[src/rtl/msf_pkg.sv]
package msf_pkg;
  localparam int POS_W = 2;
  typedef logic [POS_W-1:0] sf_pos_t;
  localparam sf_pos_t POS_MARK = 2'd0;
  localparam sf_pos_t POS_T_HI = 2'd1;
  localparam sf_pos_t POS_S    = 2'd2;
  localparam sf_pos_t POS_T_LO = 2'd3;
  localparam int T_W = 2;
endpackage

[src/rtl/msf_tx.sv]
module msf_tx
  import msf_pkg::*;
(
  input  logic           clk,
  input  logic           rst,
  input  logic           burst_stb,
  input  logic [T_W-1:0] t_data,
  input  logic           t_valid,
  output logic           t_ready,
  input  logic           s_data,
  input  logic           s_valid,
  output logic           s_ready,
  output logic           m_bit,
  output logic           force_cv
);
  sf_pos_t        pos;
  logic [T_W-1:0] t_next, t_act;
  logic           t_pend, s_next, s_pend, s_act;
  logic           sf_start;

  assign sf_start = burst_stb && (pos == POS_MARK);
  assign t_ready  = !t_pend;
  assign s_ready  = !s_pend;

  always_ff @(posedge clk) begin
    if (rst) begin
      pos <= POS_MARK;
      t_next <= '0; t_act <= '0; t_pend <= 1'b0;
      s_next <= 1'b0; s_act <= 1'b0; s_pend <= 1'b0;
      m_bit <= 1'b0; force_cv <= 1'b0;
    end else begin
      if (t_valid && !t_pend) begin
        t_next <= t_data;
        t_pend <= 1'b1;
      end
      if (s_valid && !s_pend) begin
        s_next <= s_data;
        s_pend <= 1'b1;
      end
      if (sf_start && t_pend) begin
        t_act  <= t_next;
        t_pend <= 1'b0;
      end
      if (sf_start && s_pend) begin
        s_act  <= s_next;
        s_pend <= 1'b0;
      end
      if (burst_stb) begin
        pos <= pos + 2'd1;
        force_cv <= (pos == POS_MARK);
        case (pos)
          POS_MARK: m_bit <= 1'b1;
          POS_T_HI: m_bit <= t_act[1];
          POS_S:    m_bit <= s_act;
          default:  m_bit <= t_act[0];
        endcase
      end
    end
  end
endmodule

[src/rtl/msf_rx.sv]
module msf_rx
  import msf_pkg::*;
#(
  parameter int LOCK_HITS   = 2,
  parameter int LOSS_MISSES = 2
) (
  input  logic           clk,
  input  logic           rst,
  input  logic           rx_stb,
  input  logic           rx_m_bit,
  input  logic           rx_cv,
  output logic           locked,
  output logic [T_W-1:0] t_data,
  output logic           t_valid,
  output logic           s_data,
  output logic           s_valid
);
  localparam int HIT_W  = $clog2(LOCK_HITS + 1);
  localparam int MISS_W = $clog2(LOSS_MISSES + 1);

  sf_pos_t           pos;
  logic [HIT_W-1:0]  hits;
  logic [MISS_W-1:0] misses;
  logic              t_hi, s_bit;

  always_ff @(posedge clk) begin
    if (rst) begin
      pos <= POS_MARK; hits <= '0; misses <= '0; locked <= 1'b0;
      t_hi <= 1'b0; s_bit <= 1'b0;
      t_data <= '0; s_data <= 1'b0; t_valid <= 1'b0; s_valid <= 1'b0;
    end else begin
      t_valid <= 1'b0;
      s_valid <= 1'b0;
      if (rx_stb) begin
        pos <= pos + 2'd1;
        if (!locked) begin
          if (rx_cv) begin
            pos <= POS_T_HI;
            if (hits != '0 && pos == POS_MARK) begin
              if (hits == HIT_W'(LOCK_HITS - 1)) begin
                locked <= 1'b1;
                hits   <= '0;
                misses <= '0;
              end else begin
                hits <= hits + 1'b1;
              end
            end else begin
              hits <= HIT_W'(1);
            end
          end else if (pos == POS_MARK) begin
            hits <= '0;
          end
        end else begin
          if (pos == POS_MARK && rx_cv) begin
            misses <= '0;
          end else if (pos == POS_MARK || rx_cv) begin
            if (misses == MISS_W'(LOSS_MISSES - 1)) begin
              locked <= 1'b0;
              misses <= '0;
              hits   <= '0;
            end else begin
              misses <= misses + 1'b1;
            end
          end
          case (pos)
            POS_T_HI: t_hi  <= rx_m_bit;
            POS_S:    s_bit <= rx_m_bit;
            POS_T_LO: if (!rx_cv) begin
              t_data  <= {t_hi, rx_m_bit};
              s_data  <= s_bit;
              t_valid <= 1'b1;
              s_valid <= 1'b1;
            end
            default: ;
          endcase
        end
      end
    end
  end
endmodule

[src/rtl/msf_mux.sv]
module msf_mux
  import msf_pkg::*;
#(
  parameter int LOCK_HITS   = 2,
  parameter int LOSS_MISSES = 2
) (
  input  logic           clk,
  input  logic           rst,
  input  logic           burst_stb,
  input  logic [T_W-1:0] tx_t_data,
  input  logic           tx_t_valid,
  output logic           tx_t_ready,
  input  logic           tx_s_data,
  input  logic           tx_s_valid,
  output logic           tx_s_ready,
  output logic           tx_m_bit,
  output logic           tx_force_cv,
  input  logic           rx_stb,
  input  logic           rx_m_bit,
  input  logic           rx_cv,
  output logic           rx_locked,
  output logic [T_W-1:0] rx_t_data,
  output logic           rx_t_valid,
  output logic           rx_s_data,
  output logic           rx_s_valid
);
  msf_tx u_tx (
    .clk(clk), .rst(rst), .burst_stb(burst_stb),
    .t_data(tx_t_data), .t_valid(tx_t_valid), .t_ready(tx_t_ready),
    .s_data(tx_s_data), .s_valid(tx_s_valid), .s_ready(tx_s_ready),
    .m_bit(tx_m_bit), .force_cv(tx_force_cv)
  );

  msf_rx #(.LOCK_HITS(LOCK_HITS), .LOSS_MISSES(LOSS_MISSES)) u_rx (
    .clk(clk), .rst(rst), .rx_stb(rx_stb), .rx_m_bit(rx_m_bit), .rx_cv(rx_cv),
    .locked(rx_locked), .t_data(rx_t_data), .t_valid(rx_t_valid),
    .s_data(rx_s_data), .s_valid(rx_s_valid)
  );
endmodule

[config.mk]
export PLATFORM = sky130hd
export DESIGN_NAME = msf_mux
export DESIGN_NICKNAME = d
export VERILOG_FILES = /design/src/rtl/msf_pkg.sv /design/src/rtl/msf_tx.sv /design/src/rtl/msf_rx.sv /design/src/rtl/msf_mux.sv
export SDC_FILE = /design/constraint.sdc
export NUM_CORES = 1
export LEC_CHECK = 0
export BUFFER_PORTS_ARGS = -buffer_cell sky130_fd_sc_hd__buf_4
export CAP_MARGIN = 30
export CORE_MARGIN = 2
export CORE_UTILIZATION = 57
export CTS_CLUSTER_DIAMETER = 30
export DETAILED_ROUTE_END_ITERATION = 6
export PLACE_DENSITY = 0.91
export SETUP_SLACK_MARGIN = 0.1
export SLEW_MARGIN = 40
export SYNTH_ARGS = -nofsm -noshare
export SYNTH_HDL_FRONTEND = slang
export SYNTH_SLANG_ARGS = --single-unit
[constraint.sdc]
create_clock -name clk -period 3.34 [get_ports clk]
set_clock_uncertainty 0.05 [all_clocks]
set_input_delay 0.668 -clock clk [delete_from_list [all_inputs] [get_ports clk]]
set_output_delay 0.668 -clock clk [all_outputs]
set_load 0.01 [all_outputs]
==> out/qor.csv <==
metric,value,unit
final_cells,169,
final_common_cell,dfxtp_1,
clockBufferDepth,2,
hpwlAfterDp,1.62,mm
internal-power,394,uW
synth_warnings,0,
switchingPower,146,uW
final-hold-violation-count,0,
drive_above_1_share,0.190,
clock_sink_count,25,
wire_per_inst,12.6,um
ys_seq_area_frac,0.434,
critPathMaxFanout,12,
power_density,406,nW/um^2
drtAntennaViolNets,0,
port_buffers,20,
yosys_register_bits,25,
area_growth,15.3,%
cap_violations,0,
cp_cell_sequence,buf_4,
initial_core_util,0.594,
drt-total-wl,2.14,mm
synthFlopType,dfxtp_1,
nFillCells,150,
fin_nets,162,
critPathKind,reg2out,
p_seq_frac,0.599,
synth_cells,125,
final_cell_mix,"25 x dfxtp_1, 20 x nor2_1, 20 x buf_4",
power,540,uW
required,2620,ps
grt-ovfl-total,0,
worst_path_largest_cell_delay,550,ps
coreArea,1940,um^2
syn_nets,144,
maxSlewViolCount,0,
final.setup.tns,0,ps
endpoint_kind,output port,
cts_hold_buf,0,
rsz0062_at_grt,false,
p_sw_frac,0.270,
drc,0,
synthTopCellsByArea,"dfxtp_1 43%, mux2i_1 11%, ha_1 8.7%",
vias,882,
synth_top_area_cell,dfxtp_1,
pwr-share-clk,0.258,
cts_buffers,3,
fp.dieH,49.0,um
clk_latency,320,ps
synth_edf_count,0,
cts-root-buf,clkbuf_4,
setup_viol,0,
diodes,0,
gp_congestion,0.824,
crit_family,flip-flops,
finalCritPeriodShare,0.533,
post_cts_resized,0,
p_comb_frac,0.142,
fp-row-count,16,
cts_tree,done,
grt_pass1_wl,3.66,mm
hold_ws,392,ps
timing.critical_path.buf_inv,1,
worstPathArrival,1060,ps
drt_pass1_iterations,4,
synth.top_cell.area_share,0.434,
antenna_found_initial,0,
synth_area,1150,um^2
grtUsageTotal,0.201,
cts-htree-levels,1,
hold_path.class,reg2reg,
dp_cells,165,
timing.fmax,561,MHz
io_pins,21,
clk_pin_slew_worst_paths,130,ps
vias_per_cell,5.22,
syn_avg_cell_area,9.23,um^2
dieArea,2400,um^2
synth-async-reset-ratio,0,
postCtsSetupBuffers,0,
crit_path_top_delay_cell,dfxtp_1,
worst_slew_pin_slew,348,ps
worstSetupStartpointType,flip-flop,
synthDistinctLibCells,29,
slew_headroom,0.768,
status,"finished, final reports clean",
max-vdd-ir-drop,0.313,mV
die_w,49.0,um
first_iter_violations,12,
power_leakage,0.612,nW
grt_pass1_vias,854,
layout_min_cycle_time,1780,ps
grt_max_degree,23,
==> flip-flops by register name, indices dropped and copies added (netlist names), 2 cells and up <==
name	cells
u_tx.t_act	2
u_rx.t_data	2
u_rx.hits	2
u_tx.t_next	2
u_tx.pos	2
u_rx.pos	2
u_rx.misses	2
==> power by group through the flow <==
stage	clock, mW	combinational [mW]	sequential [mW]
2_1_floorplan	0	0.0516	0.328
3_3_place_gp	0	0.0731	0.329
3_5_place_dp	0	0.0767	0.330
4_1_cts	0.145	0.0773	0.324
5_1_grt	0.154	0.0862	0.326
6_report	0.139	0.0769	0.324
==> cell usage after synthesis (2+ instances only) <==
cell type,n
buf_4,2
nand3_1,6
inv_1,8
nand2b_1,4
buf_1,2
nand2_1,5
a21oi_1,5
a31oi_1,2
nor2b_1,2
mux2i_1,13
dfxtp_1,25
nor2_1,20
nand4b_1,2
o21ai_0,5
buf_2,3
ha_1,8
==> tightest hold or removal path, cell delays in order, from the launching register on <==
cell and delay [ps]:
dfxtp_1 330, nand2_1 50, a21oi_1 40
==> final cells by class <==
type,instances,area (um^2),area share
multi-input cells,85,586,0.440
flip-flops and latches,25,500,0.376
repair buffers,20,150,0.113
well taps,27,33.8,0.0254
inverters,8,30.0,0.0226
clock buffers,3,22.5,0.0169
clock inverters,1,7.51,0.00564
==> layer usage <==
layer	GRT usage	wire, um	vias to the layer above
li1	-	-	455
met1	0.227	946	406
met2	0.361	1070	18
met3	0.0613	97	3
met4	0.0571	19	0
met5	0	0	-
==> kinds of logic (layout without fill, tap and decap cells) <==
| logic type | Yosys count | in the layout | synth area share |
|---|---|---|---|
| compound gates | 19 | 19 | 0.106 |
| xor+xnor | 2 | 2 | 0.0152 |
| fa+ha+maj | 8 | 8 | 0.0868 |
| buf+inv | 15 | 32 | 0.0586 |
| flops | 25 | 25 | 0.434 |
| mux | 13 | 13 | 0.113 |
| simple gates | 43 | 43 | 0.187 |
==> metrics by stage <==
stage                     cell area (um^2)   util  setup slack, ps
after global placement                1300  0.669             1780
after CTS                             1330  0.685             1550
after detailed placement              1300  0.669             1700
after global routing                  1330  0.685             1490
final                                 1330  0.685             1560
after floorplan                       1150      -             1820
==> final timing paths <==
kind                                    from              to  slack, ps  depth (start not counted)
worst min-delay path            u_rx.hits[1]    u_rx.hits[1]        390                          2
worst max register to register   u_rx.pos[0]  u_rx.misses[1]       1780                          5
worst min register to register  u_rx.hits[1]    u_rx.hits[1]        390                          2
worst max-delay path             u_rx.locked       rx_locked       1560                          1
Note: power is estimated with default switching activity, not from simulation.
